$ cat src/rtl/stby_pkg.sv
package stby_pkg;
   typedef enum logic [1:0] {
      PM_RUN  = 2'd0,
      PM_IDLE = 2'd1,
      PM_STOP = 2'd2,
      PM_WARM = 2'd3
   } pm_mode_e;
endpackage

$ cat src/rtl/stby_mcycle.sv
// Machine-cycle state counter: runs while the core clock domain is live.
module stby_mcycle #(
   parameter int STATES = 4
) (
   input  logic clk,
   input  logic rst_n,
   input  logic run_i,
   output logic last_o
);
   localparam int PH_W = (STATES > 2) ? $clog2(STATES) : 1;
   localparam logic [PH_W-1:0] PH_LAST = PH_W'(STATES - 1);

   initial assert (STATES >= 2) else $error("STATES must be at least 2");

   logic [PH_W-1:0] ph_q;

   always_ff @(posedge clk or negedge rst_n) begin
      if (!rst_n)           ph_q <= '0;
      else if (!run_i)      ph_q <= '0;
      else if (ph_q == PH_LAST) ph_q <= '0;
      else                  ph_q <= ph_q + 1'b1;
   end

   assign last_o = run_i && (ph_q == PH_LAST);

   AST_PH_CLEAR: assert property (@(posedge clk) disable iff (!rst_n)
      !run_i |=> !last_o);
endmodule

$ cat src/rtl/stby_pin_sense.sv
// Wake pin synchronizer plus level / rising-edge detection.
module stby_pin_sense #(
   parameter int SYNC = 2
) (
   input  logic clk,
   input  logic rst_n,
   input  logic pin_i,
   input  logic edge_i,
   output logic level_o,
   output logic wake_o
);
   initial assert (SYNC >= 0 && SYNC <= 4) else $error("SYNC out of range");

   logic pin_s;
   logic pin_d;

   generate
      if (SYNC == 0) begin : g_nosync
         assign pin_s = pin_i;
      end else begin : g_sync
         logic [SYNC-1:0] chain_q;
         always_ff @(posedge clk or negedge rst_n) begin
            if (!rst_n) chain_q <= '0;
            else        chain_q <= {chain_q[SYNC-2 >= 0 ? SYNC-2 : 0 : 0], pin_i} & {SYNC{1'b1}};
         end
         assign pin_s = chain_q[SYNC-1];
      end
   endgenerate

   always_ff @(posedge clk or negedge rst_n) begin
      if (!rst_n) pin_d <= 1'b0;
      else        pin_d <= pin_s;
   end

   assign level_o = pin_s;
   assign wake_o  = edge_i ? (pin_s && !pin_d) : pin_s;

   AST_EDGE_ONESHOT: assert property (@(posedge clk) disable iff (!rst_n)
      (edge_i && wake_o) |=> !(edge_i && wake_o));
endmodule

$ cat src/rtl/stby_warmup.sv
// Power-of-two warm-up down-counter.
module stby_warmup #(
   parameter int BASE  = 2,
   parameter int STEP  = 1,
   parameter int SEL_W = 2
) (
   input  logic             clk,
   input  logic             rst_n,
   input  logic             load_i,
   input  logic [SEL_W-1:0] sel_i,
   input  logic             run_i,
   output logic             done_o
);
   localparam int MAX_EXP = BASE + STEP * ((1 << SEL_W) - 1);
   localparam int CNT_W   = (MAX_EXP < 1) ? 1 : MAX_EXP;

   initial assert (BASE >= 0 && STEP >= 0 && MAX_EXP <= 24)
      else $error("warm-up exponent out of range");

   logic [CNT_W-1:0] cnt_q;
   logic [7:0]       shamt;
   logic [CNT_W-1:0] load_val;

   assign shamt    = 8'(BASE) + 8'(STEP) * 8'(sel_i);
   assign load_val = ({{(CNT_W-1){1'b0}}, 1'b1} << shamt) - 1'b1;

   always_ff @(posedge clk or negedge rst_n) begin
      if (!rst_n)                 cnt_q <= '0;
      else if (load_i)            cnt_q <= load_val;
      else if (run_i && cnt_q != '0) cnt_q <= cnt_q - 1'b1;
   end

   assign done_o = (cnt_q == '0);

   AST_WARM_DESCENDS: assert property (@(posedge clk) disable iff (!rst_n)
      (run_i && !load_i && !done_o) |=> (cnt_q == $past(cnt_q) - 1'b1));
endmodule

$ cat src/rtl/stby_ctrl.sv
module stby_ctrl
   import stby_pkg::*;
#(
   parameter int MC_STATES = 4,
   parameter int PIN_SYNC  = 2,
   parameter int WARM_BASE = 2,
   parameter int WARM_STEP = 1,
   parameter int WARM_SELW = 2
) (
   input  logic                 clk,
   input  logic                 rst_n,
   input  logic                 ctl_we,
   input  logic                 ctl_idle,
   input  logic                 ctl_stop,
   input  logic                 cfg_hiz,
   input  logic                 cfg_edge,
   input  logic [WARM_SELW-1:0] cfg_warm,
   input  logic                 irq_req,
   input  logic                 ime,
   input  logic                 wake_pin,
   output logic                 osc_en,
   output logic                 cpu_clk_en,
   output logic                 wdt_clk_en,
   output logic                 per_clk_en,
   output logic                 port_hiz,
   output logic                 resume_vld,
   output logic                 resume_vec,
   output logic [1:0]           mode_code
);
   pm_mode_e mode_q, mode_n;
   logic stop_pend, idle_pend;
   logic hiz_q;
   logic mc_last, core_live;
   logic pin_lvl, wake_hit;
   logic warm_done;
   logic boundary, skip_stop, take_stop, take_idle;
   logic idle_exit, warm_exit;

   assign core_live = (mode_q == PM_RUN) || (mode_q == PM_IDLE);

   stby_mcycle #(.STATES(MC_STATES)) u_mc (
      .clk(clk), .rst_n(rst_n), .run_i(core_live), .last_o(mc_last));

   stby_pin_sense #(.SYNC(PIN_SYNC)) u_pin (
      .clk(clk), .rst_n(rst_n), .pin_i(wake_pin), .edge_i(cfg_edge),
      .level_o(pin_lvl), .wake_o(wake_hit));

   stby_warmup #(.BASE(WARM_BASE), .STEP(WARM_STEP), .SEL_W(WARM_SELW)) u_warm (
      .clk(clk), .rst_n(rst_n),
      .load_i((mode_q == PM_STOP) && wake_hit),
      .sel_i(cfg_warm), .run_i(mode_q == PM_WARM), .done_o(warm_done));

   assign boundary  = (mode_q == PM_RUN) && mc_last;
   assign skip_stop = boundary && stop_pend && !cfg_edge && pin_lvl;
   assign take_stop = boundary && stop_pend && !skip_stop;
   assign take_idle = boundary && !stop_pend && idle_pend;
   assign idle_exit = (mode_q == PM_IDLE) && mc_last && irq_req;
   assign warm_exit = (mode_q == PM_WARM) && warm_done;

   always_comb begin
      mode_n = mode_q;
      unique case (mode_q)
         PM_RUN:  if (take_stop) mode_n = PM_STOP;
                  else if (take_idle) mode_n = PM_IDLE;
         PM_IDLE: if (idle_exit) mode_n = PM_RUN;
         PM_STOP: if (wake_hit) mode_n = PM_WARM;
         PM_WARM: if (warm_done) mode_n = PM_RUN;
         default: mode_n = PM_RUN;
      endcase
   end

   always_ff @(posedge clk or negedge rst_n) begin
      if (!rst_n) begin
         mode_q     <= PM_RUN;
         stop_pend  <= 1'b0;
         idle_pend  <= 1'b0;
         hiz_q      <= 1'b0;
         resume_vld <= 1'b0;
         resume_vec <= 1'b0;
      end else begin
         mode_q     <= mode_n;
         resume_vld <= idle_exit || warm_exit;
         resume_vec <= idle_exit && ime;
         if (take_stop) hiz_q <= cfg_hiz;
         if ((mode_q == PM_RUN) && ctl_we) begin
            stop_pend <= ctl_stop;
            idle_pend <= ctl_idle && !ctl_stop;
         end else begin
            if (take_stop || skip_stop) stop_pend <= 1'b0;
            if (take_stop || take_idle) idle_pend <= 1'b0;
         end
      end
   end

   always_comb begin
      osc_en     = 1'b1;
      cpu_clk_en = 1'b0;
      wdt_clk_en = 1'b0;
      per_clk_en = 1'b0;
      unique case (mode_q)
         PM_RUN:  begin cpu_clk_en = 1'b1; wdt_clk_en = 1'b1; per_clk_en = 1'b1; end
         PM_IDLE: per_clk_en = 1'b1;
         PM_STOP: osc_en = 1'b0;
         default: ;
      endcase
   end

   assign port_hiz  = hiz_q && ((mode_q == PM_STOP) || (mode_q == PM_WARM));
   assign mode_code = mode_q;

   AST_CYCLE_ALIGN: assert property (@(posedge clk) disable iff (!rst_n)
      (core_live && !mc_last) |=> (mode_q == $past(mode_q)));
   AST_IDLE_RESUME: assert property (@(posedge clk) disable iff (!rst_n)
      ((mode_q == PM_IDLE) && mc_last && irq_req) |=>
         (mode_q == PM_RUN && resume_vld && resume_vec == $past(ime)));
   AST_RESUME_PULSE: assert property (@(posedge clk) disable iff (!rst_n)
      resume_vld |=> !resume_vld);
   AST_HIZ_HELD: assert property (@(posedge clk) disable iff (!rst_n)
      (mode_q == PM_STOP) |=> $stable(port_hiz));
   AST_STOP_DEAF: assert property (@(posedge clk) disable iff (!rst_n)
      ((mode_q == PM_STOP) && !wake_hit) |=> (mode_q == PM_STOP));
   AST_WARM_EXIT: assert property (@(posedge clk) disable iff (!rst_n)
      ((mode_q == PM_WARM) && warm_done) |=>
         (mode_q == PM_RUN && resume_vld && !resume_vec));
   AST_LEVEL_SKIP: assert property (@(posedge clk) disable iff (!rst_n)
      (boundary && stop_pend && !cfg_edge && pin_lvl && !ctl_we) |=>
         (mode_q == PM_RUN && !stop_pend));
   AST_STOP_FIRST: assert property (@(posedge clk) disable iff (!rst_n)
      ((mode_q == PM_RUN) && ctl_we && ctl_stop) |=> !idle_pend);
   AST_WR_LOCKED: assert property (@(posedge clk) disable iff (!rst_n)
      ((mode_q != PM_RUN) && ctl_we) |=> ($stable(stop_pend) && $stable(idle_pend)));
endmodule

$ cat config.mk
export PLATFORM = sky130hd
export DESIGN_NAME = stby_ctrl
export DESIGN_NICKNAME = d
export VERILOG_FILES = /design/src/rtl/stby_pkg.sv /design/src/rtl/stby_mcycle.sv /design/src/rtl/stby_pin_sense.sv /design/src/rtl/stby_warmup.sv /design/src/rtl/stby_ctrl.sv
export SDC_FILE = /design/constraint.sdc
export NUM_CORES = 1
export LEC_CHECK = 0
export BUFFER_PORTS_ARGS = -buffer_cell sky130_fd_sc_hd__clkbuf_2
export CAP_MARGIN = 25
export CORE_AREA = 3 3 44 46
export CTS_BUF_LIST = sky130_fd_sc_hd__clkbuf_4 sky130_fd_sc_hd__clkbuf_8 sky130_fd_sc_hd__clkbuf_16
export CTS_CLUSTER_DIAMETER = 100
export DETAILED_ROUTE_END_ITERATION = 7
export DIE_AREA = 0 0 47 49
export GPL_TIMING_DRIVEN = 0
export PLACE_DENSITY_LB_ADDON = 0.12
export SETUP_SLACK_MARGIN = 0.15
export SLEW_MARGIN = 10
export SYNTH_ARGS = -nofsm -noshare
export SYNTH_HDL_FRONTEND = slang
export SYNTH_SLANG_ARGS = --single-unit
$ cat constraint.sdc
create_clock -name clk -period 4.1 [get_ports clk]
set_input_delay 1.025 -clock clk [delete_from_list [all_inputs] [get_ports clk]]
set_output_delay 1.025 -clock clk [all_outputs]
set_load 0.02 [all_outputs]
* Word level (Yosys, flattened, before mapping)
Index checks and enable logic that the tools add are counted.
Word-level totals: register bits after elaboration 17, bits in latches 0, bits in writable memories 0, memory bits (read-only) 0, bits of input ports 12, output and inout bits 9, logic and storage cells 77, memories 0
Cells by class: add/sub/neg operators 4, multiply operators 0, divide/modulo/power cells 0, order comparisons 0, equal/unequal tests 8, shift operators 1, muxes and demuxes 18, bitwise logic cells 0, reductions and logical operators 36
Operators by type and width (count):
- $logic_and A1 B1 Y1 | 18
- $mux W2 | 7
- $mux W5 | 2
- $sub A5 B1 Y5 const B | 2
- $mux W1 | 8
- $pmux W2 S4 | 1
- $shl A1 B8 Y5 const A | 1
- $eq A2 B2 Y1 const B | 3
- $ne A2 B2 Y1 const B | 3
- $reduce_bool A2 Y1 | 3
- $logic_not A1 Y1 | 5
- $logic_not A5 Y1 | 1
- $logic_or A1 B1 Y1 | 5
- $reduce_bool A5 Y1 | 1
- $reduce_and A4 Y1 | 1
- $add A2 B2 Y3 const A | 1
- $ne A3 B3 Y1 const B | 1
- $add A2 B1 Y2 const B | 1
- $eq A2 B1 Y1 const B | 1
- $logic_not A2 Y1 | 1
- $reduce_or A2 Y1 | 1

* Logic depth before layout (Yosys ltp)
Gate-level depths: netlist of the first run.
depth in word-level cells 12, depth in mapped cells 9, mapped depth without buffers 8

* Hierarchy
A second synthesis of the first run with hierarchy kept.
Unflattened totals: cell total of the unflattened synthesis 83, area total of the unflattened synthesis 925.9 um2
By module, submodules not included:
- stby_ctrl | instances 1, cells an instance 39, area each 411.6 um2, seq. area each 175.2 um2
- stby_warmup | instances 1, cells an instance 34, area each 339.1 um2, seq. area each 125.1 um2
- stby_mcycle | instances 1, cells an instance 6, area each 88.8 um2, seq. area each 50.0 um2
- stby_pin_sense | instances 1, cells an instance 4, area each 86.3 um2, seq. area each 75.1 um2

* Least setup slack after synthesis of the first run
OpenSTA, ideal clock, no wires.
path type input port to flip-flop, start input port cfg_edge, end register u_warm.cnt_q[4], arrival time 2186 ps, data required time 3974 ps, slack 1788 ps, cell stages on the path 8, buffers on the path 1, cell sequence a211o_1 -> buf_2 -> nand2_1 -> ha_1 -> nand3_2 -> nor3_2 -> mux2i_1 -> a21oi_1
On the way: cells in the longest elaborated chain, start to end 3, elaborated cells between the ends (all ways) 4
Ends and longest elaborated chain:
- from (decl) | RTL line stby_ctrl.sv:16 | input logic cfg_edge,
- $mux W1 * | RTL line stby_pin_sense.sv:36 | assign wake_o = edge_i ? (pin_s && !pin_d) : pin_s;
- $logic_and A1 B1 Y1 * | RTL line stby_ctrl.sv:50 | .load_i((mode_q == PM_STOP) && wake_hit),
- $mux W5 or $reduce_bool A2 Y1 (tied branches)
- to (signal assigned) | RTL line stby_warmup.sv:29 | else if (load_i) cnt_q <= load_val;
- to (signal assigned) | RTL line stby_warmup.sv:30 | else if (run_i && cnt_q != '0) cnt_q <= cnt_q - 1'b1;
- to (decl) | RTL line stby_warmup.sv:20 | logic [CNT_W-1:0] cnt_q;
Every way passes the cells marked *; elsewhere a longest branch is shown, timed or not. A chain may end at the register's enable or synchronous reset.

* Worst setup path in the final report of the first run
start register mode_q[1], in the netlist mode_code[1], end output port wdt_clk_en
On the way: cells in the longest elaborated chain, start to end 2
Ends and longest elaborated chain:
- from (decl) | RTL line stby_ctrl.sv:30 | pm_mode_e mode_q, mode_n;
- from (signal assigned) | RTL line stby_ctrl.sv:81 | mode_q <= mode_n;
- $logic_not A2 Y1 | RTL line stby_ctrl.sv:100 | unique case (mode_q)
- $mux W1 | RTL line stby_ctrl.sv:100
- to (decl) | RTL line stby_ctrl.sv:23 | output logic wdt_clk_en,
No other way between the ends.

==> results of run 1 <==
==> critical path: cells and delay by family, from the launching register on <==
family,cells,cell delay [ns]
flip-flops,1,0.42
buffers and inverters,3,0.44
AND/OR/NAND/NOR,1,0.20
==> report_power, final <==
group          switching, mW  internal (mW)
Sequential            0.0586          0.230
Combinational          0.192          0.133
Clock                 0.0490         0.0444
Total                  0.300          0.407
==> cell type report <==
type	count	area, um^2
Clock buffer	4	30.0
Fill cell	119	539
Multi-Input combinational cell	60	380
Tap cell	16	20.0
Sequential cell	17	425
Timing Repair Buffer	20	100
Inverter	4	15.0
Buffer	4	31.3
==> cell families (layout without fill, tap and decap cells) <==
group	after synthesis	count (layout)	share of synthesized area
AOI/OAI and AO/OA	20	20	0.157
DFF	17	17	0.499
and+or+nand+nor	34	34	0.210
muxes	2	2	0.0294
buffers and inverters	8	32	0.0543
xor gates and xnor gates	2	2	0.0206
adders and majority gates	2	2	0.0294
==> flip-flops by register name, summed over array words and instances, names as in the netlist <==
signal,flops
u_warm.cnt_q,5
mode_code,2
u_mc.ph_q,2
u_pin.g_sync.chain_q,2
hiz_q,1
idle_pend,1
resume_vec,1
resume_vld,1
stop_pend,1
u_pin.pin_d,1
==> worst min-delay path by stage <==
stage	from	endpoint	slack, ns	depth (start not counted)
after floorplan	u_pin.g_sync.chain_q[0]$_DFF_PN0_	u_pin.g_sync.chain_q[1]$_DFF_PN0_	0.33	0
after global placement	u_pin.g_sync.chain_q[0]$_DFF_PN0_	u_pin.g_sync.chain_q[1]$_DFF_PN0_	0.34	0
after detailed placement	u_pin.g_sync.chain_q[0]$_DFF_PN0_	u_pin.g_sync.chain_q[1]$_DFF_PN0_	0.34	0
after CTS	u_pin.g_sync.chain_q[0]$_DFF_PN0_	u_pin.g_sync.chain_q[1]$_DFF_PN0_	0.36	0
after global routing	u_pin.g_sync.chain_q[0]$_DFF_PN0_	u_pin.g_sync.chain_q[1]$_DFF_PN0_	0.37	0
final	u_pin.g_sync.chain_q[0]$_DFF_PN0_	u_pin.g_sync.chain_q[1]$_DFF_PN0_	0.36	0
==> layer usage <==
| layer | vias up | global-route usage | part of all wire |
|---|---|---|---|
| met5 | - | 0 | 0 |
| met4 | 0 | 0.0691 | 0.017 |
| met3 | 4 | 0.0332 | 0.053 |
| met2 | 20 | 0.269 | 0.46 |
| met1 | 311 | 0.204 | 0.47 |
| li1 | 351 | - | - |
==> synth_stat cells (2+ instances only) <==
master	count	area [um^2]
buf_4	2	15.0
nor2_1	7	26.3
o21ai_0	4	20.0
nor3_2	2	20.0
nor3_1	2	10.0
nand3_1	6	30.0
a21oi_1	7	35.0
ha_1	2	25.0
inv_1	4	15.0
dfrtp_1	17	425
nand2_1	8	30.0
==> through the flow <==
stage / area (um^2) / hold slack, ns
finish: 1000 / 0.356
global route: 1000 / 0.367
CTS: 1000 / 0.361
detailed placement: 972 / 0.340
global placement: 972 / 0.336
floorplan: 852 / 0.331
==> results.json, run 1 <==
{
  "r2r_cells": 9,
  "die_height_um": 49,
  "async_flop_share": 1.00,
  "n_antenna_cell": 0,
  "grt_max_degree": 18,
  "ys_warn_count": 0,
  "cp_slowest_cell": "dfrtp_1",
  "path_cells": "buf_6 > nor2_2 > buf_4 > clkbuf_2",
  "critPathKind": "register to primary output",
  "wire_per_inst_um": 13.1,
  "dr.pass1.iters": 4,
  "dp_hpwl_um": 1260,
  "synth.avg_cell_area_um2": 10.0,
  "slowest_delay_ns": 0.42,
  "synth_flop_cell": "dfrtp_1",
  "power_mw": 0.706,
  "ant_nets": 0,
  "rsz0062_at_grt": "false",
  "cp_max_fo": 10,
  "ys_seq_area_frac": 0.499,
  "startpoint_type": "register",
  "clock-root-buffer": "clkbuf_4",
  "die_area_mm2": 0.00230,
  "cts_buffers": 3,
  "irDropWorstVdd_uv": 425,
  "synth_edf_count": 0,
  "ys_types": 35,
  "fin_nets": 124,
  "clk_pin_slew_ns": 0.09,
  "rows": 14,
  "start_util": 0.553,
  "antenna_found_initial": 0,
  "core-area_mm2": 0.00154,
  "grt_overflow": 0,
  "place_inst": 121,
  "fin_util": 0.650,
  "worst_ep_arrival_time_ns": 1.34,
  "clk_path_buf_depth": 2,
  "required_ns": 3.07,
  "final_common_cell": "clkbuf_2",
  "worst_pin_slew_ns": 0.408,
  "power.leakage_nw": 0.501,
  "period_minus_slack_ns": 2.37,
  "syn_inst": 85,
  "ys_seq_elements": 17,
  "maxCapViolations": 0,
  "setup_violations": 0,
  "fin_crit_sh": 0.577,
  "clk_latency_ns": 0.28,
  "hold_viol": 0,
  "drv_slew": 0,
  "dr.first_iter.drc_count": 9,
  "postCtsSetupRepairBufs": 0,
  "holdBufCountCts": 0,
  "vias": 686,
  "cts_tree": "built",
  "drive_gt1_frac": 0.312,
  "min-delay-path-class": "register to register",
  "pin_count": 21,
  "crit_start": "mode_code[1]$_DFFE_PN0P_",
  "die_w_um": 47,
  "power_density_mw_per_mm2": 705,
  "h-tree-depth": 1,
  "vias_per_cell": 5.49,
  "pre_cts_ws_ns": 1.54,
  "grt_pass1_wl_um": 2770,
  "area_delta_synth_final_pct": 17.6,
  "fmax_mhz": 423,
  "fin_setup_tns_ns": 0,
  "cp-end-kind": "primary output",
  "layout_setup_ws_ns": 1.73,
  "outcome": "finished, final reports clean",
  "r2r_slack_ns": 2.15,
  "synth_area_um2": 852,
  "drt_wl_total_um": 1640,
  "cp-endpoint": "wdt_clk_en",
  "reg2reg_to": "u_warm.cnt_q[4]$_DFFE_PN0P_",
  "cts_resized": 0,
  "instances_no_fill": 125,
  "gp_congestion": 0.830,
  "cts_sinks": 17,
  "remaining_drc_errors": 0,
  "slew_headroom": 0.728,
  "grt_use_total": 0.165,
  "grt_pass1_vias": 697,
  "worst_clock_skew_ns": 0.00602,
  "synth_nets": 99,
  "io_buffers": 20,
  "r2r-start": "mode_code[0]$_DFFE_PN0P_",
  "most-common-layout-cells": "clkbuf_2, dfrtp_1, nand2_1, nor2_1, a21oi_1"
}
(Power assumes the default switching activity.)
==> run 2, diff against run 1 <==
--- a/config.mk
+++ b/config.mk
@@ -7,11 +7,11 @@
 export LEC_CHECK = 0
 export BUFFER_PORTS_ARGS = -buffer_cell sky130_fd_sc_hd__clkbuf_2
 export CAP_MARGIN = 25
-export CORE_AREA = 3 3 44 46
+export CORE_AREA = 3 3 46 48
 export CTS_BUF_LIST = sky130_fd_sc_hd__clkbuf_4 sky130_fd_sc_hd__clkbuf_8 sky130_fd_sc_hd__clkbuf_16
 export CTS_CLUSTER_DIAMETER = 100
 export DETAILED_ROUTE_END_ITERATION = 7
-export DIE_AREA = 0 0 47 49
+export DIE_AREA = 0 0 49 51
 export GPL_TIMING_DRIVEN = 0
 export PLACE_DENSITY_LB_ADDON = 0.12
 export SETUP_SLACK_MARGIN = 0.15
==> constraint.sdc (replaced) <==
create_clock -name clk -period 2.2 [get_ports clk]
set_input_delay 0.55 -clock clk [delete_from_list [all_inputs] [get_ports clk]]
set_output_delay 0.55 -clock clk [all_outputs]
set_load 0.02 [all_outputs]
==> results.json, run 2 (synthesis results as in run 1) <==
{
  "hold_viol": 0,
  "most-common-layout-cells": "clkbuf_2, dfrtp_1, nand2_1, nor2_1, a21oi_1",
  "instances_no_fill": 134,
  "cp_max_fo": 10,
  "grt_pass1_wl_um": 2650,
  "vias_per_cell": 5.16,
  "postCtsSetupRepairBufs": 0,
  "period_minus_slack_ns": 1.92,
  "power_density_mw_per_mm2": 1280,
  "fin_nets": 124,
  "irDropWorstVdd_uv": 609,
  "dp_hpwl_um": 1140,
  "p_sw_mw": 0.554,
  "fin_setup_tns_ns": 0,
  "cts_buffers": 3,
  "n_antenna_cell": 0,
  "holdBufCountCts": 0,
  "core-area_mm2": 0.00175,
  "pre_cts_ws_ns": 0.126,
  "clk_path_buf_depth": 2,
  "outcome": "finished, final reports clean",
  "remaining_drc_errors": 0,
  "cts_resized": 0,
  "cts_tree": "built",
  "grt_max_degree": 18,
  "io_buffers": 20,
  "gp_congestion": 0.809,
  "maxCapViolations": 0,
  "cp_slowest_cell": "dfrtp_1",
  "cp-end-kind": "register",
  "worst_clock_skew_ns": 0.00156,
  "register_area_um2": 425,
  "area_delta_synth_final_pct": 19.2,
  "pin_count": 21,
  "dr.pass1.iters": 4,
  "setup_violations": 0,
  "multi_input_area_um2": 385,
  "rows": 15,
  "drive_gt1_frac": 0.312,
  "ant_nets": 0,
  "fin_util": 0.582,
  "grt_overflow": 0,
  "p_comb_frac": 0.463,
  "vias": 692,
  "worst_pin_slew_ns": 0.409,
  "clk_latency_ns": 0.29,
  "place_inst": 130,
  "fmax_mhz": 521,
  "rsz0062_at_grt": "false",
  "cts_sinks": 17,
  "critPathKind": "register to register",
  "power_mw": 1.30,
  "fill_cells": 167,
  "die_height_um": 51,
  "die_area_mm2": 0.00250,
  "final_common_cell": "clkbuf_2",
  "startpoint_type": "register",
  "min-delay-path-class": "primary input to async pin",
  "dr.first_iter.drc_count": 15,
  "p_clk_frac": 0.126,
  "antenna_found_initial": 0,
  "clock-root-buffer": "clkbuf_4",
  "drt_wl_total_um": 1520,
  "worst_ep_arrival_time_ns": 2.10,
  "grt_pass1_vias": 613,
  "start_util": 0.488,
  "layout_setup_ws_ns": 0.282,
  "seqPwrFrac": 0.410,
  "fin_crit_sh": 0.872,
  "p_int_mw": 0.745,
  "slew_headroom": 0.727,
  "slowest_delay_ns": 0.39,
  "required_ns": 2.38,
  "power.leakage_nw": 0.501,
  "die_w_um": 49,
  "drv_slew": 0,
  "p_sw_frac": 0.426,
  "path_cells": "buf_4 > a211o_1 > buf_2 > nand2_1 > ha_1 > nand3_2 > nor3_2 > mux2i_1 > a21oi_1",
  "h-tree-depth": 1,
  "clk_pin_slew_ns": 0.10,
  "top_register": "u_warm.cnt_q",
  "largest_register_ffs": 5,
  "wire_per_inst_um": 11.3,
  "grt_use_total": 0.142
}
[run 2: final timing paths]
| kind | start | to | slack, ns | cells after the start |
|---|---|---|---|---|
| min in group clk | wake_pin | u_pin.g_sync.chain_q[0]$_DFF_PN0_ | 0.36 | 1 |
| setup reg to reg | mode_code[0]$_DFFE_PN0P_ | u_warm.cnt_q[4]$_DFFE_PN0P_ | 0.28 | 9 |
| max in group asynchronous | rst_n | u_warm.cnt_q[4]$_DFFE_PN0P_ | 1.74 | 1 |
| setup / recovery | mode_code[0]$_DFFE_PN0P_ | u_warm.cnt_q[4]$_DFFE_PN0P_ | 0.28 | 9 |
| hold reg to reg | u_pin.g_sync.chain_q[0]$_DFF_PN0_ | u_pin.g_sync.chain_q[1]$_DFF_PN0_ | 0.36 | 0 |
| hold / removal | rst_n | idle_pend$_DFFE_PN0P_ | 0.17 | 1 |
[run 2: area by class of cell]
| cell class | instances | share of cell area |
|---|---|---|
| buffer | 4 | 0.0308 |
| clock buffer | 3 | 0.0222 |
| clock inverter | 1 | 0.00493 |
| inverter | 4 | 0.0148 |
| multi-input combinational | 60 | 0.379 |
| sequential | 17 | 0.419 |
| tap | 25 | 0.0308 |
| timing repair buffer | 20 | 0.0985 |
[run 2: metal layers]
| metal | track usage | routed length [um] |
|---|---|---|
| met3 | 0.0292 | 101 |
| met2 | 0.204 | 616 |
| met5 | 0 | 0 |
| met4 | 0.0853 | 36 |
| met1 | 0.195 | 764 |
[run 2: critical path, delay by kind of cell, from the launching register on]
kind,cells,cell delay [ns]
DFF,1,0.39
buffers and inverters,2,0.34
muxes,1,0.19
adders and majority gates,1,0.24
and+or+nand+nor,3,0.33
AOI/OAI and AO/OA,2,0.30
[run 2: power groups by stage]
stage	registers [mW]	logic [mW]	clock network, mW
finish	0.533	0.602	0.164
floorplan	0.545	0.428	0
global placement	0.533	0.591	0
global route	0.553	0.682	0.191
detailed placement	0.537	0.595	0
CTS	0.530	0.598	0.174
[run 2: metrics by stage]
stage,cell area [um^2],hold slack (ns)
global placement,983,0.333
detailed placement,983,0.342
finish,1020,0.169
floorplan,852,0.254
global route,1020,0.174
CTS,1010,0.171
